<file path="src/rtl/tap_pkg.sv">
package tap_pkg;
  typedef enum logic [3:0] {
    TS_RESET    = 4'd0,  TS_IDLE     = 4'd1,
    TS_DR_SEL   = 4'd2,  TS_DR_CAP   = 4'd3,  TS_DR_SHIFT = 4'd4,
    TS_DR_EXIT1 = 4'd5,  TS_DR_PAUSE = 4'd6,  TS_DR_EXIT2 = 4'd7,
    TS_DR_UPD   = 4'd8,
    TS_IR_SEL   = 4'd9,  TS_IR_CAP   = 4'd10, TS_IR_SHIFT = 4'd11,
    TS_IR_EXIT1 = 4'd12, TS_IR_PAUSE = 4'd13, TS_IR_EXIT2 = 4'd14,
    TS_IR_UPD   = 4'd15
  } tap_state_e;

  typedef enum logic [2:0] {
    PATH_ID, PATH_BYPASS, PATH_BSR, PATH_CMD, PATH_DAT
  } dr_path_e;
endpackage

</file>
<file path="src/rtl/tap_state_fsm.sv">
module tap_state_fsm
  import tap_pkg::*;
#(
  parameter int RESET_RUN = 5
) (
  input  logic       tck,
  input  logic       trst_n,
  input  logic       tms,
  output tap_state_e state,
  output tap_state_e state_nxt
);
  localparam int RUN_W = $clog2(RESET_RUN + 1);

  always_comb begin
    unique case (state)
      TS_RESET:    state_nxt = tms ? TS_RESET    : TS_IDLE;
      TS_IDLE:     state_nxt = tms ? TS_DR_SEL   : TS_IDLE;
      TS_DR_SEL:   state_nxt = tms ? TS_IR_SEL   : TS_DR_CAP;
      TS_DR_CAP:   state_nxt = tms ? TS_DR_EXIT1 : TS_DR_SHIFT;
      TS_DR_SHIFT: state_nxt = tms ? TS_DR_EXIT1 : TS_DR_SHIFT;
      TS_DR_EXIT1: state_nxt = tms ? TS_DR_UPD   : TS_DR_PAUSE;
      TS_DR_PAUSE: state_nxt = tms ? TS_DR_EXIT2 : TS_DR_PAUSE;
      TS_DR_EXIT2: state_nxt = tms ? TS_DR_UPD   : TS_DR_SHIFT;
      TS_DR_UPD:   state_nxt = tms ? TS_DR_SEL   : TS_IDLE;
      TS_IR_SEL:   state_nxt = tms ? TS_RESET    : TS_IR_CAP;
      TS_IR_CAP:   state_nxt = tms ? TS_IR_EXIT1 : TS_IR_SHIFT;
      TS_IR_SHIFT: state_nxt = tms ? TS_IR_EXIT1 : TS_IR_SHIFT;
      TS_IR_EXIT1: state_nxt = tms ? TS_IR_UPD   : TS_IR_PAUSE;
      TS_IR_PAUSE: state_nxt = tms ? TS_IR_EXIT2 : TS_IR_PAUSE;
      TS_IR_EXIT2: state_nxt = tms ? TS_IR_UPD   : TS_IR_SHIFT;
      TS_IR_UPD:   state_nxt = tms ? TS_DR_SEL   : TS_IDLE;
      default:     state_nxt = TS_RESET;
    endcase
  end

  always_ff @(posedge tck or negedge trst_n) begin
    if (!trst_n) state <= TS_RESET;
    else         state <= state_nxt;
  end

  // run of consecutive TMS-high edges, kept for the reset check only
  logic [RUN_W-1:0] hi_run;
  always_ff @(posedge tck or negedge trst_n) begin
    if (!trst_n)                        hi_run <= '0;
    else if (!tms)                      hi_run <= '0;
    else if (hi_run != RUN_W'(RESET_RUN)) hi_run <= hi_run + 1'b1;
  end

  assert_tms_reset_R1: assert property (@(posedge tck) disable iff (!trst_n)
    (hi_run == RUN_W'(RESET_RUN)) |-> (state == TS_RESET));

  assert_idle_hold_R2: assert property (@(posedge tck) disable iff (!trst_n)
    (state == TS_IDLE && !tms) |=> (state == TS_IDLE));
endmodule

</file>
<file path="src/rtl/tap_instr_reg.sv">
module tap_instr_reg
  import tap_pkg::*;
#(
  parameter int          IR_W      = 6,
  parameter logic [IR_W-1:0] OP_IDCODE = 1,
  parameter logic [IR_W-1:0] OP_CMD    = 2,
  parameter logic [IR_W-1:0] OP_DAT    = 3,
  parameter logic [IR_W-1:0] OP_SAMPLE = 5,
  parameter logic [IR_W-1:0] OP_EXTEST = 6,
  parameter logic [IR_W-1:0] OP_INTEST = 7
) (
  input  logic            tck,
  input  logic            trst_n,
  input  logic            tdi,
  input  tap_state_e      state,
  input  tap_state_e      state_nxt,
  output logic            ir_so,
  output logic [IR_W-1:0] instr,
  output dr_path_e        path,
  output logic [1:0]      bsr_mode
);
  localparam logic [IR_W-1:0] IR_CAPT   = {{(IR_W-1){1'b0}}, 1'b1};
  localparam logic [IR_W-1:0] OP_BYPASS = '1;

  logic [IR_W-1:0] ir_sr;

  always_ff @(posedge tck or negedge trst_n) begin
    if (!trst_n)                   ir_sr <= '0;
    else if (state == TS_IR_CAP)   ir_sr <= IR_CAPT;
    else if (state == TS_IR_SHIFT) ir_sr <= {tdi, ir_sr[IR_W-1:1]};
  end

  always_ff @(posedge tck or negedge trst_n) begin
    if (!trst_n)                      instr <= OP_IDCODE;
    else if (state_nxt == TS_RESET)   instr <= OP_IDCODE;
    else if (state == TS_IR_UPD)      instr <= ir_sr;
  end

  assign ir_so = ir_sr[0];

  always_comb begin
    path     = PATH_BYPASS;
    bsr_mode = 2'd0;
    if (instr == OP_IDCODE)      path = PATH_ID;
    else if (instr == OP_CMD)    path = PATH_CMD;
    else if (instr == OP_DAT)    path = PATH_DAT;
    else if (instr == OP_SAMPLE) path = PATH_BSR;
    else if (instr == OP_EXTEST) begin path = PATH_BSR; bsr_mode = 2'd1; end
    else if (instr == OP_INTEST) begin path = PATH_BSR; bsr_mode = 2'd2; end
    else if (instr == OP_BYPASS) path = PATH_BYPASS;
  end

  assert_ir_capture_R4: assert property (@(posedge tck) disable iff (!trst_n)
    (state == TS_IR_CAP) |=> (ir_sr == IR_CAPT));

  assert_ir_update_only_R5: assert property (@(posedge tck) disable iff (!trst_n)
    (instr != $past(instr)) |-> ($past(state) == TS_IR_UPD || state == TS_RESET));
endmodule

</file>
<file path="src/rtl/tap_serial_out.sv">
module tap_serial_out
  import tap_pkg::*;
#(
  parameter int              ID_W     = 32,
  parameter logic [ID_W-1:0] ID_VALUE = 32'h4A55_C0DB
) (
  input  logic       tck,
  input  logic       trst_n,
  input  logic       tdi,
  input  tap_state_e state,
  input  dr_path_e   path,
  input  logic       ir_so,
  input  logic       bsr_so,
  input  logic       cmd_so,
  input  logic       dat_so,
  output logic       tdo,
  output logic       tdo_en
);
  logic [ID_W-1:0] id_sr;
  logic            byp_q;
  logic            dr_so;
  logic            out_bit;
  logic            in_shift;

  always_ff @(posedge tck or negedge trst_n) begin
    if (!trst_n) id_sr <= '0;
    else if (path == PATH_ID) begin
      if (state == TS_DR_CAP)        id_sr <= ID_VALUE;
      else if (state == TS_DR_SHIFT) id_sr <= {tdi, id_sr[ID_W-1:1]};
    end
  end

  always_ff @(posedge tck or negedge trst_n) begin
    if (!trst_n) byp_q <= 1'b0;
    else if (path == PATH_BYPASS) begin
      if (state == TS_DR_CAP)        byp_q <= 1'b0;
      else if (state == TS_DR_SHIFT) byp_q <= tdi;
    end
  end

  always_comb begin
    unique case (path)
      PATH_ID:  dr_so = id_sr[0];
      PATH_BSR: dr_so = bsr_so;
      PATH_CMD: dr_so = cmd_so;
      PATH_DAT: dr_so = dat_so;
      default:  dr_so = byp_q;
    endcase
  end

  assign in_shift = (state == TS_DR_SHIFT) || (state == TS_IR_SHIFT);
  assign out_bit  = (state == TS_IR_SHIFT) ? ir_so : dr_so;

  always_ff @(negedge tck or negedge trst_n) begin
    if (!trst_n) begin
      tdo    <= 1'b0;
      tdo_en <= 1'b0;
    end else begin
      tdo    <= in_shift ? out_bit : 1'b0;
      tdo_en <= in_shift;
    end
  end

  assert_tdo_quiet_R10: assert property (@(posedge tck) disable iff (!trst_n)
    !tdo_en |-> !tdo);

  assert_bypass_capture_R6: assert property (@(posedge tck) disable iff (!trst_n)
    (state == TS_DR_CAP && path == PATH_BYPASS) |=> !byp_q);
endmodule

</file>
<file path="src/rtl/tap_ctrl.sv">
module tap_ctrl
  import tap_pkg::*;
#(
  parameter int              IR_W     = 6,
  parameter int              ID_W     = 32,
  parameter logic [ID_W-1:0] ID_VALUE = 32'h4A55_C0DB
) (
  input  logic            tck,
  input  logic            trst_n,
  input  logic            tms,
  input  logic            tdi,
  output logic            tdo,
  output logic            tdo_en,
  output logic [3:0]      tap_state,
  output logic [IR_W-1:0] instr,
  output logic            sel_bsr,
  output logic            sel_cmd,
  output logic            sel_dat,
  output logic [1:0]      bsr_mode,
  output logic            dr_capture,
  output logic            dr_shift,
  output logic            dr_update,
  input  logic            bsr_so,
  input  logic            cmd_so,
  input  logic            dat_so
);
  tap_state_e state, state_nxt;
  dr_path_e   path;
  logic       ir_so;

  tap_state_fsm u_fsm (
    .tck(tck), .trst_n(trst_n), .tms(tms),
    .state(state), .state_nxt(state_nxt)
  );

  tap_instr_reg #(.IR_W(IR_W)) u_ir (
    .tck(tck), .trst_n(trst_n), .tdi(tdi),
    .state(state), .state_nxt(state_nxt),
    .ir_so(ir_so), .instr(instr), .path(path), .bsr_mode(bsr_mode)
  );

  tap_serial_out #(.ID_W(ID_W), .ID_VALUE(ID_VALUE)) u_out (
    .tck(tck), .trst_n(trst_n), .tdi(tdi),
    .state(state), .path(path), .ir_so(ir_so),
    .bsr_so(bsr_so), .cmd_so(cmd_so), .dat_so(dat_so),
    .tdo(tdo), .tdo_en(tdo_en)
  );

  assign tap_state  = state;
  assign sel_bsr    = (path == PATH_BSR);
  assign sel_cmd    = (path == PATH_CMD);
  assign sel_dat    = (path == PATH_DAT);
  assign dr_capture = (state == TS_DR_CAP);
  assign dr_shift   = (state == TS_DR_SHIFT);
  assign dr_update  = (state == TS_DR_UPD);

  assert_sel_onehot_R8: assert property (@(posedge tck) disable iff (!trst_n)
    $onehot0({sel_bsr, sel_cmd, sel_dat}));

  assert_reset_selects_id_R3: assert property (@(posedge tck) disable iff (!trst_n)
    (state == TS_RESET) |-> (path == PATH_ID));

  assert_tdo_en_in_shift_R10: assert property (@(posedge tck) disable iff (!trst_n)
    tdo_en == (state == TS_DR_SHIFT || state == TS_IR_SHIFT));

  assert_mode_only_bsr_R7: assert property (@(posedge tck) disable iff (!trst_n)
    !sel_bsr |-> (bsr_mode == 2'd0));
endmodule

</file>
<file path="config.mk">
export PLATFORM = sky130hd
export DESIGN_NAME = tap_ctrl
export DESIGN_NICKNAME = d
export VERILOG_FILES = /design/src/rtl/tap_pkg.sv /design/src/rtl/tap_state_fsm.sv /design/src/rtl/tap_instr_reg.sv /design/src/rtl/tap_serial_out.sv /design/src/rtl/tap_ctrl.sv
export SDC_FILE = /design/constraint.sdc
export NUM_CORES = 1
export LEC_CHECK = 0
export ABC_AREA = 1
export BUFFER_PORTS_ARGS = -buffer_cell sky130_fd_sc_hd__buf_2
export CAP_MARGIN = 30
export CELL_PAD_IN_SITES_DETAIL_PLACEMENT = 1
export CELL_PAD_IN_SITES_GLOBAL_PLACEMENT = 1
export CORE_ASPECT_RATIO = 0.9
export CORE_MARGIN = 3
export CORE_UTILIZATION = 43
export CTS_CLUSTER_SIZE = 24
export DETAILED_ROUTE_END_ITERATION = 16
export GPL_TIMING_DRIVEN = 1
export PLACE_DENSITY_LB_ADDON = 0.3
export SYNTH_ARGS = -nofsm -noshare
export SYNTH_HDL_FRONTEND = slang
export SYNTH_SLANG_ARGS = --single-unit
export TNS_END_PERCENT = 1
</file>
<file path="constraint.sdc">
create_clock -name tck -period 1.9 [get_ports tck]
set_clock_uncertainty 0.15 [all_clocks]
set_input_delay 0.095 -clock tck [delete_from_list [all_inputs] [get_ports tck]]
set_output_delay 0.095 -clock tck [all_outputs]
set_load 0.02 [all_outputs]
</file>
After elaboration in Yosys (flattened, before gate mapping)
Index checks and enable logic that the tools add are counted.
Widths: inputs -> output; s select.
{"block": "totals", "register_bits": 51, "latch_bits": 0, "mem_bits_rw": 0, "rom_bits": 0, "inputBits": 7, "output_inout_bits": 20, "word_cells": 80, "memories": 0}
{"block": "classes", "addsub": 0, "multipliers": 0, "n_div": 0, "magnitude_cmp": 0, "eq_ne": 25, "shifts": 0, "mux": 36, "bitwise_logic": 0, "reduce_logical": 12}
{"cell": "$mux 32", "count": 2}
{"cell": "$pmux 4 s12", "count": 1}
{"cell": "$eq 4x4->1 const B", "count": 8}
{"cell": "$mux 6", "count": 4}
{"cell": "$mux 3", "count": 7}
{"cell": "$mux 2", "count": 10}
{"cell": "$eq 6x3->1 const B", "count": 3}
{"cell": "$eq 4x3->1 const B", "count": 4}
{"cell": "$mux 4", "count": 4}
{"cell": "$eq 6x2->1 const B", "count": 2}
{"cell": "$eq 4x2->1 const B", "count": 2}
{"cell": "$logic_not 4->1", "count": 2}
{"cell": "$mux 1", "count": 7}
{"cell": "$eq 3x2->1 const B", "count": 2}
{"cell": "$eq 6x1->1 const B", "count": 1}
{"cell": "$reduce_bool 2->1", "count": 3}
{"cell": "$eq 4x1->1 const B", "count": 1}
{"cell": "$pmux 1 s4", "count": 1}
{"cell": "$reduce_and 2->1", "count": 2}
{"cell": "$reduce_or 2->1", "count": 2}
{"cell": "$eq 3x1->1 const B", "count": 1}
{"cell": "$eq 3x3->1 const B", "count": 1}
{"cell": "$logic_not 3->1", "count": 1}
{"cell": "$reduce_or 3->1", "count": 1}
{"cell": "$logic_or 1x1->1", "count": 1}

Logic depth before layout (Yosys ltp)
Gate-level depths: netlist of run 1.
{"block": "logic_depth", "ltp_word": 11, "depth_mapped": 12, "mapped_depth_nobuf": 10}

Hierarchy
A second synthesis of run 1 with hierarchy kept.
{"block": "unflattened", "cells_unflattened": 341, "area_unflattened_um2": 2716.4}
{"module": "tap_serial_out", "n_inst": 1, "cells_each": 176, "area_each_um2": 1657.8, "seq_area_each_um2": 875.8}
{"module": "tap_instr_reg", "n_inst": 1, "cells_each": 84, "area_each_um2": 633.1, "seq_area_each_um2": 301.5}
{"module": "tap_state_fsm", "n_inst": 1, "cells_each": 61, "area_each_um2": 350.3, "seq_area_each_um2": 100.1}
{"module": "tap_ctrl", "n_inst": 1, "cells_each": 20, "area_each_um2": 75.1, "seq_area_each_um2": 0.0}

==> results of run 1 <==
==> synth_stat cells <==
| cell type | n | area (um^2) |
|---|---|---|
| dfrtn_1 | 2 | 50.1 |
| o211ai_1 | 1 | 7.51 |
| buf_6 | 2 | 22.5 |
| nand2_1 | 47 | 176 |
| o21ai_0 | 9 | 45.0 |
| a22oi_1 | 1 | 7.51 |
| inv_2 | 1 | 3.75 |
| nand3_2 | 1 | 10.0 |
| dfstp_2 | 1 | 26.3 |
| inv_1 | 50 | 188 |
| clkinv_1 | 1 | 3.75 |
| a21oi_1 | 6 | 30.0 |
| buf_2 | 3 | 15.0 |
| nand3_1 | 24 | 120 |
| buf_4 | 4 | 30.0 |
| nand2_2 | 3 | 18.8 |
| o21ai_1 | 16 | 80.1 |
| nor2_1 | 61 | 229 |
| a21oi_4 | 1 | 16.3 |
| clkbuf_1 | 2 | 7.51 |
| a21oi_2 | 11 | 96.3 |
| dfrtp_1 | 48 | 1200 |
| mux2_2 | 2 | 22.5 |
| nand4_1 | 2 | 12.5 |
| o22ai_1 | 5 | 31.3 |
| nor2_2 | 2 | 12.5 |
==> tightest hold or removal path, stage by stage <==
cell	delay (ns)
buf_2	0.16
nand2_1	0.08
nand2_1	0.09
==> worst paths after layout <==
check | from | end | slack [ns] | cells after the start
max | u_ir.instr[5] | u_out.tdo | -0.39 | 9
min | tms | u_fsm.state[3] | 0.03 | 3
max reg2reg | u_ir.instr[5] | u_out.tdo | -0.39 | 9
min reg2reg | u_out.id_sr[22] | u_out.id_sr[21] | 0.38 | 2
max in group asynchronous | trst_n | u_out.tdo | 0.67 | 2
min in group asynchronous | trst_n | u_out.id_sr[16] | 0.33 | 3
==> cells in the final DEF (no fill, tap or decap), drive strengths merged <==
cell type / instances
dfrtn: 2
dfrtp: 48
nand4: 2
dfstp: 1
o21ai: 25
a21oi: 18
nor2: 63
dlygate4sd3: 2
bufinv: 1
buf: 63
inv: 51
mux2: 2
nand2: 50
a22oi: 1
o211ai: 1
clkbuf: 5
nand3: 25
o22ai: 5
clkinv: 3
==> flip-flops by register name, indices dropped and copies added, names as in the netlist <==
| signal | cells |
|---|---|
| u_out.byp_q | 1 |
| u_ir.instr | 6 |
| u_fsm.state | 4 |
| u_out.tdo | 1 |
| u_out.tdo_en | 1 |
| u_ir.ir_sr | 6 |
| u_out.id_sr | 32 |
==> timing repair <==
| action | in CTS | in global routing |
|---|---|---|
| gates resized for setup | 22 | 16 |
| pin swaps | 5 | 4 |
| hold buffers | 2 | 0 |
| endpoints found under the hold margin | 49 | 0 |
| setup buffers | 2 | 3 |
| setup endpoints to repair | 28 | 44 |
==> cell families after synthesis <==
| family | synth area share (%) |
|---|---|
| DFF | 51.9 |
| buffers and inverters | 11.0 |
| AOI/OAI and AO/OA | 12.7 |
| muxes | 0.914 |
| and+or+nand+nor | 23.5 |
==> routing by layer <==
layer | vias to the layer above | part of all wire (%) | routed length (um)
met2 | 41 | 48 | 3160
met5 | - | 0 | 0
met1 | 1070 | 47 | 3120
met3 | 10 | 2.8 | 182
met4 | 0 | 1.7 | 114
li1 | 1085 | - | -
==> power breakdown <==
group          internal (mW)  total, mW  leakage, nW  switching, mW
combinational          0.921       2.36        0.980           1.44
clock                  0.393      0.766       0.0581          0.374
sequential              1.53       1.79        0.628          0.260
total                   2.85       4.92         1.67           2.07
==> cell type report <==
class	count	area (um^2)	area share (%)
sequential	51	1280	40.3
inverter	52	200	6.30
multi-input combinational	192	1030	32.4
timing repair buffer	65	472	14.8
tap	67	83.8	2.64
clock buffer	5	68.8	2.17
clock inverter	3	43.8	1.38
==> flow_summary_export.csv, run 1 <==
group,metric,value,unit
finish,diodes,0,
synthesis,ys_seq_area_share,51.9,%
routing,ant_nets,0,
clock_tree,clk_path_buf_depth,2,
timing,hold_viol,0,
timing,setup_tns,-1.92,ns
timing,maxSlewViolCount,0,
die,ios,27,
clock_tree,htree_levels,2,
timing,max_slew.worst_pin.slew,0.614,ns
timing,rsz0062_at_grt,"true",
routing,drt_iter0_drc,67,
critical_path,cp_common_cell,"nor2_4",
critical_path,critPathSlowestCell,"dfrtp_2",
synthesis,synth_area_per_cell,8.05,um^2
clock_tree,cts_tree,"done",
synthesis,synth_area,2460,um^2
placed_design,place_area,2880,um^2
critical_path,crit_buf_inv,1,
routing,viasPerCell,5.07,
critical_path,critPathMaxFanout,4,
global_routing,grt_pass1_vias,2237,
clock_tree,cts_root_buf,"clkbuf_8",
placed_design,pre_cts_ws,-0.503,ns
synthesis,syn-instance-count,306,
hold_path,hp-class,"input pin to flop",
synthesis,ys_warn_count,0,
die,start_util,45.8,%
global_routing,grt_usage,20.7,%
critical_path,cp.arrival,1.54,ns
die,dieArea,6670,um^2
placed_design,gp_congestion,0.814,
critical_path,crit_path_cell_trace,"nor2_4, nand2_4, nor2_4, inv_2, nor2_4, nand2_2, nand2_1, o21ai_1, nand2_1",
critical_path,critical_path_class,"flop to flop",
placed_design,placed_cells,420,
critical_path,cp_top_family,"simple AND/OR/NAND/NOR gates",
die,fp.dieW,85.8,um
finish,final_core_util,59.1,%
global_routing,overflow,0,
routing,drc,0,
die,die_h,77.8,um
synthesis,ys_types,26,
critical_path,max_stage_delay,0.44,ns
critical_path,required,1.15,ns
global_routing,grt_pass1_wl,10900,um
critical_path,worstSetupEndpointType,"flop",
global_routing,antenna_found_initial,0,
synthesis,ys_ff_latch,51,
clock_tree,clk_latency,0.30,ns
routing,routed_wl,6570,um
finish,finalNonFillerCells,435,
routing,wl_per_cell,15.1,um
finish,final.fill_count,674,
placed_design,port_buffers,26,
finish,stdcell_area,3180,um^2
finish,area_delta_synth_final,29.0,%
finish,layout-drive-gt1-share,32.9,%
timing,finalWorstSetupSlack,-0.394,ns
placed_design,dp_hpwl,4310,um
global_routing,use_met3,3.08,%
pwr,power_leakage,1.67,nW
outcome,violations,"negative setup slack",
timing,fin_hold_ws,0.0317,ns
clock_tree,cts_num_sinks,51,
synthesis,synth_nets,313,
pwr,p_per_area,1550,nW/um^2
global_routing,grt_busiest_layer,"met2",
timing,relSlewSlack,59.1,%
clock_tree,cts_buffers,5,
critical_path,worstSetupStartpointType,"flop",
die,rows,25,
outcome,outcome,"finished, violations left",
pwr,finalPower,4.92,mW
finish,fin_nets,374,
run,max-cap-violations,0,
die,coreArea,5380,um^2
clock_tree,clk_pin_slew_worst_paths,0.10,ns
routing,dr_total_vias,2206,
global_routing,use_met1,27.4,%
routing,dr.pass1.iters,4,
pwr,vdd_drop_max,0.769,mV
global_routing,grt_max_degree,50,
global_routing,met2_usage,34.0,%
timing,setup_viol,30,
No activity file was read; power rests on OpenSTA's default activity.
==> inputs of run 2 (changes only) <==
--- a/config.mk
+++ b/config.mk
@@ -16,6 +16,7 @@
 export CTS_CLUSTER_SIZE = 24
 export DETAILED_ROUTE_END_ITERATION = 16
 export GPL_TIMING_DRIVEN = 1
+export MAX_ROUTING_LAYER = met4
 export PLACE_DENSITY_LB_ADDON = 0.3
 export SYNTH_ARGS = -nofsm -noshare
 export SYNTH_HDL_FRONTEND = slang
==> run 2 against run 1 <==
The flow still finishes with violations (negative setup slack). Die area did not move. First-iteration DRC count rose by 18%. Non-clock buffer count did not move. Largest power group unchanged. Largest cell class unchanged. Highest routed layer unchanged. Flip-flop and latch count did not move. Final cell count did not move. Register-to-register slack barely moved.
==> flow_summary_export.csv, run 2 (synthesis results as in run 1) <==
group,metric,value,unit
global_routing,grt_usage,21.3,%
die,start_util,45.8,%
clock_tree,htree_levels,2,
critical_path,worstSetupStartpointType,"flop",
finish,layout-drive-gt1-share,32.9,%
critical_path,crit_path_start,"u_ir.instr[5]",
die,dieArea,6670,um^2
clock_tree,cts_root_buf,"clkbuf_8",
outcome,violations,"negative setup slack",
pwr,combPwrFrac,47.9,%
timing,max_slew.worst_pin.slew,0.614,ns
pwr,p_sw,2.07,mW
pwr,p_per_area,1550,nW/um^2
placed_design,gp_congestion,0.826,
finish,final_common_cell,"nor2_1",
pwr,power_leakage,1.67,nW
placed_design,place_area,2880,um^2
global_routing,grt_pass1_vias,2231,
global_routing,overflow,0,
finish,stdcell_area,3180,um^2
placed_design,port_buffers,26,
outcome,outcome,"finished, violations left",
clock_tree,clk_latency,0.30,ns
pwr,finalPower,4.91,mW
global_routing,met2_usage,34.0,%
finish,reg_top3,"u_out.id_sr x32, u_ir.instr x6, u_ir.ir_sr x6",
routing,drt_iter0_drc,79,
timing,relSlewSlack,59.0,%
clock_tree,clk_path_buf_depth,2,
routing,dr_total_vias,2206,
global_routing,antenna_found_initial,0,
die,fp.dieW,85.8,um
finish,largest_register_ffs,32,
routing,routed_wl,6570,um
timing,fin_hold_ws,0.0318,ns
timing,setup_viol,30,
pwr,sequentialPowerShare,36.5,%
clock_tree,cts_tree,"done",
timing,rsz0062_at_grt,"true",
global_routing,use_met3,3.08,%
run,max-cap-violations,0,
critical_path,r2r_end,"u_out.tdo",
finish,final_cell_mix,"nor2_1, inv_1, dfrtp_1",
die,ios,27,
routing,viasPerCell,5.07,
pwr,swShare,42.1,%
clock_tree,cts_num_sinks,51,
routing,ant_nets,0,
critical_path,required,1.15,ns
die,rows,25,
critical_path,endpoint,"u_out.tdo",
global_routing,grt_busiest_layer,"met2",
die,die_h,77.8,um
critical_path,worstSetupEndpointType,"flop",
clock_tree,cts_buffers,5,
timing,maxSlewViolCount,0,
finish,largest_register,"u_out.id_sr",
pwr,vdd_drop_max,0.767,mV
routing,wl_per_cell,15.1,um
die,coreArea,5380,um^2
routing,dr.pass1.iters,4,
critical_path,rr_startpoint,"u_ir.instr[5]",
routing,drc,0,
finish,area_delta_synth_final,29.0,%
pwr,p_clk_share,15.6,%
critical_path,cp.arrival,1.54,ns
critical_path,rrSetupSlack,-0.39,ns
global_routing,grt_max_degree,50,
pwr,intPower,2.85,mW
finish,diodes,0,
global_routing,grt_pass1_wl,11000,um
critical_path,critPathMaxFanout,4,
finish,fin_nets,374,
critical_path,critical_path_class,"flop to flop",
hold_path,hp-class,"input pin to flop",
placed_design,dp_hpwl,4310,um
critical_path,reg2reg_depth,9,
global_routing,use_met1,27.5,%
timing,hold_viol,0,
clock_tree,clk_pin_slew_worst_paths,0.10,ns
timing,finalWorstSetupSlack,-0.393,ns
==> run 2: cell counts in the layout (fill, tap and decap cells not counted) <==
No cell type changed its count.
==> run 2: what timing repair did <==
action | 4_1_cts | 5_1_grt
setup endpoints to repair | 28 | 44
pin swaps | 5 | 4
buffers inserted | 2 | 3
hold buffers | 2 | 0
hold endpoints to repair | 49 | 0
resized for setup | 22 | 16
==> run 2: per-layer routing <==
| metal | wire length (um) | up-vias |
|---|---|---|
| li1 | - | 1084 |
| met1 | 3110 | 1073 |
| met2 | 3160 | 39 |
| met3 | 178 | 10 |
| met4 | 114 | 0 |
| met5 | 0 | - |
==> run 2: power by group through the flow <==
stage          Clock, mW  Sequential (mW)  Combinational [mW]
6_report           0.766             1.79                2.35
5_1_grt            0.837             1.85                2.65
4_1_cts            0.774             1.78                2.23
3_5_place_dp           0             1.79                2.14
3_3_place_gp           0             1.76                2.06
2_1_floorplan          0             1.81                1.46
==> run 2: final cells by class <==
type | count | area (um^2)
sequential | 51 | 1280
timing repair buffer | 65 | 472
fill | 674 | 2200
tap | 67 | 83.8
multi-input combinational | 192 | 1030
clock inverter | 3 | 43.8
clock buffer | 5 | 68.8
inverter | 52 | 200
==> run 2: worst min-delay path by stage <==
stage	depth (start not counted)	slack (ns)	start	end
floorplan	0	-0.35	trst_n	u_fsm.state[0]
global placement	2	0.15	trst_n	u_out.id_sr[4]
detailed placement	2	0.15	trst_n	u_out.id_sr[16]
CTS	3	0.0001	tms	u_fsm.state[3]
global route	3	0.06	tms	u_fsm.state[3]
finish	3	0.03	tms	u_fsm.state[3]
==> run 2: stage by stage <==
step | worst slack [ns] | TNS, ns | instances | utilization, %
global placement | -0.341 | -0.496 | 420 | 53.6
floorplan | -0.432 | -0.772 | 306 | -
CTS | -0.392 | -0.848 | 432 | 57.6
detailed placement | -0.503 | -0.650 | 420 | 53.6
finish | -0.393 | -1.83 | 435 | 59.1
global route | -0.489 | -7.02 | 435 | 59.1
==> run 2: worst max-delay path, cell delays in order (launching register included) <==
cell and delay, ns:
dfrtp_2 0.43, nor2_4 0.16, nand2_4 0.09, nor2_4 0.15
inv_2 0.07, nor2_4 0.09, nand2_2 0.05, nand2_1 0.06
o21ai_1 0.06, nand2_1 0.07
==> inputs of run 3 (changes only) <==
--- a/config.mk
+++ b/config.mk
@@ -5,19 +5,19 @@
 export SDC_FILE = /design/constraint.sdc
 export NUM_CORES = 1
 export LEC_CHECK = 0
-export ABC_AREA = 1
 export BUFFER_PORTS_ARGS = -buffer_cell sky130_fd_sc_hd__buf_2
 export CAP_MARGIN = 30
 export CELL_PAD_IN_SITES_DETAIL_PLACEMENT = 1
 export CELL_PAD_IN_SITES_GLOBAL_PLACEMENT = 1
 export CORE_ASPECT_RATIO = 0.9
 export CORE_MARGIN = 3
-export CORE_UTILIZATION = 43
+export CORE_UTILIZATION = 44
 export CTS_CLUSTER_SIZE = 24
 export DETAILED_ROUTE_END_ITERATION = 16
 export GPL_TIMING_DRIVEN = 1
 export MAX_ROUTING_LAYER = met4
 export PLACE_DENSITY_LB_ADDON = 0.3
+export RECOVER_POWER = 50
 export SYNTH_ARGS = -nofsm -noshare
 export SYNTH_HDL_FRONTEND = slang
 export SYNTH_SLANG_ARGS = --single-unit
==> run 3 against run 2 <==
Non-clock buffer count is 6 lower. Sequential share of layout area is 2.3 points higher. Clock power is 21% lower. The run still ends with negative setup slack left. Flip-flop and latch count stayed put. Register-to-register slack worse by 0.20 ns. Via count is 8.1% lower. Critical endpoint unchanged. Power is 1.4% higher.
==> flow_summary_export.csv, run 3 <==
group,metric,value,unit
synthesis,ys_seq_area_share,52.7,%
routing,dr_total_vias,2028,
finish,final-seq-area,1280,um^2
pwr,p_sw,2.18,mW
synthesis,ys_warn_count,0,
finish,final_core_util,59.2,%
synthesis,syn-instance-count,263,
synthesis,ys.flop_type,"dfrtp_1",
global_routing,grt_usage,21.6,%
timing,maxSlewViolCount,0,
pwr,p_per_area,1660,nW/um^2
routing,drc,0,
clock_tree,cts_tree,"done",
finish,finalNonFillerCells,374,
pwr,intPower,2.81,mW
synthesis,synth_nets,270,
finish,layout-drive-gt1-share,27.2,%
die,fp.dieW,84.2,um
timing,rsz0062_at_grt,"true",
timing,finalWorstSetupSlack,-0.596,ns
global_routing,grt_max_degree,34,
routing,ant_nets,0,
die,dieArea,6430,um^2
placed_design,gp_congestion,0.846,
critical_path,crit_path_cell_trace,"mux2i_2, nor3b_2, nor4b_2, o21ai_1",
synthesis,synthTopCellsByCount,"nand2_1, dfrtp_1, o21ai_0, nor2_1, o21ai_1",
clock_tree,htree_levels,2,
finish,fin_nets,316,
routing,drt_iter0_drc,113,
outcome,outcome,"finished, violations left",
synthesis,synth_top_area_share,49.6,%
global_routing,grt_pass1_vias,2124,
finish,final.fill_count,569,
global_routing,antenna_found_initial,0,
clock_tree,postCtsSetupBuffers,0,
hold_path,hp-class,"input pin to flop",
synthesis,synthTopCellsByArea,"dfrtp_1, nand2_1, o21ai_0",
synthesis,ys_types,38,
die,die_h,76.4,um
critical_path,critPathSlowestCell,"dfstp_2",
outcome,violations,"negative setup slack",
placed_design,port_buffers,26,
clock_tree,clk_latency,0.30,ns
critical_path,critPathMaxFanout,2,
placed_design,pre_cts_ws,-0.533,ns
die,coreArea,5070,um^2
timing,fin_hold_ws,0.243,ns
synthesis,synth_area,2420,um^2
timing,setup_viol,6,
finish,multi_input_area,1080,um^2
die,start_util,47.7,%
clock_tree,cts_num_sinks,51,
synthesis,yosysMostFrequentCell,"nand2_1",
finish,final_cell_mix,"nand2_1, dfrtp_1, buf_4",
critical_path,worstSetupEndpointType,"flop",
routing,wl_per_cell,17.4,um
timing,hold_viol,0,
critical_path,critical_path_class,"flop to flop",
critical_path,max_stage_delay,0.56,ns
global_routing,overflow,0,
critical_path,required,0.94,ns
synthesis,ys_ff_latch,51,
critical_path,cp.arrival,1.54,ns
finish,largest_register,"u_out.id_sr",
pwr,swShare,43.7,%
finish,reg_top3,"u_out.id_sr x32, u_ir.instr x6, u_ir.ir_sr x6",
finish,largest_register_ffs,32,
critical_path,worstSetupStartpointType,"flop",
die,ios,27,
clock_tree,cts_root_buf,"clkbuf_8",
pwr,finalPower,4.99,mW
pwr,vdd_drop_max,1.06,mV
die,rows,24,
finish,final_common_cell,"nand2_1",
synthesis,synth_area_per_cell,9.21,um^2
global_routing,grt_pass1_wl,10900,um
routing,dr.pass1.iters,4,
clock_tree,clk_pin_slew_worst_paths,0.09,ns
finish,diodes,0,
synthesis,async_flop_share,100,%
pwr,combPwrFrac,52.9,%
placed_design,placed_cells,365,
timing,relSlewSlack,24.1,%
clock_tree,clk_path_buf_depth,2,
pwr,p_clk_share,12.1,%
synthesis,yosysTopAreaCell,"dfrtp_1",
timing,max_slew.worst_pin.slew,1.14,ns
pwr,sequentialPowerShare,35.0,%
pwr,power_leakage,1.44,nW
synthesis,synth_edf_count,0,
run,max-cap-violations,0,
routing,routed_wl,6490,um
clock_tree,cts_buffers,5,
finish,area_delta_synth_final,24.0,%
routing,viasPerCell,5.42,
placed_design,dp_hpwl,4390,um
==> run 3: changes by cell type in the layout (fill, tap and decap cells not counted), sizes merged, moves of 13 or more <==
| cell | delta |
|---|---|
| inv | -43 |
| nand2 | +13 |
| nor2 | -43 |
| nand3 | -18 |
| a21oi | -15 |
| o21ai | +21 |
==> run 3: logic make-up (layout without fill, tap and decap cells) <==
family                 count (synthesis)  in the layout  synth area share, %
AO/OA/AOI/OAI                         67             67                 17.4
XOR/XNOR                               1              1                0.362
AND/OR/NAND/NOR                      109            109                 20.8
flip-flops                            51             51                 52.7
buffers and inverters                 28             74                 5.89
multiplexers                           7              7                 2.89
==> run 3: path summary, 6_finish.rpt <==
check                                start              end  slack, ns  cells past startpoint
setup / recovery             u_ir.instr[0]        u_out.tdo      -0.60                      4
min in group asynchronous           trst_n   u_fsm.state[1]       0.50                      3
setup reg to reg             u_ir.instr[0]        u_out.tdo      -0.60                      4
hold / removal                         tms   u_fsm.state[1]       0.24                      4
max in group asynchronous           trst_n  u_out.id_sr[16]       0.30                      3
hold reg to reg            u_out.id_sr[31]  u_out.id_sr[31]       0.34                      2
==> run 3: area by class of cell <==
cell class / count / area share [%]
inverter: 8 / 1.08
timing repair buffer: 59 / 14.7
sequential: 51 / 42.6
multi-input combinational: 184 / 36.1
clock inverter: 2 / 0.458
clock buffer: 5 / 2.29
tap: 65 / 2.71
==> run 3: critical path: cells and delay by family, from the launching register on <==
family | cells | cell delay [ns]
AO/OA/AOI/OAI | 1 | 0.09
flip-flops | 1 | 0.56
multiplexers | 1 | 0.24
AND/OR/NAND/NOR | 2 | 0.35
==> run 3: power groups by stage <==
stage,clock (mW),combinational [mW],sequential (mW)
5_1_grt,0.683,2.92,1.80
2_1_floorplan,0,1.52,1.77
4_1_cts,0.619,2.56,1.73
3_3_place_gp,0,2.31,1.72
3_5_place_dp,0,2.44,1.74
6_report,0.603,2.64,1.75
==> run 3: layer usage <==
| layer | vias to the layer above | routed length (um) | GRT usage (%) |
|---|---|---|---|
| li1 | 979 | - | - |
| met1 | 1003 | 3010 | 29.1 |
| met2 | 40 | 3180 | 34.4 |
| met3 | 6 | 230 | 3.57 |
| met4 | 0 | 72 | 4.82 |
| met5 | - | 0 | - |
==> run 3: what timing repair did <==
item                                    in CTS  in global routing
endpoints found under the setup margin      13                 44
hold buffers                                 2                  0
endpoints found under the hold margin       52                  0
gates resized for setup                     13                 20
pin swaps                                    2                  4
==> run 3: stage by stage <==
step | setup TNS (ns) | instance area, um^2
2_1_floorplan | -1.91 | 2440
3_3_place_gp | -0.649 | 2790
3_5_place_dp | -0.918 | 2790
4_1_cts | -1.10 | 2940
5_1_grt | -1.92 | 3000
6_report | -1.17 | 3000
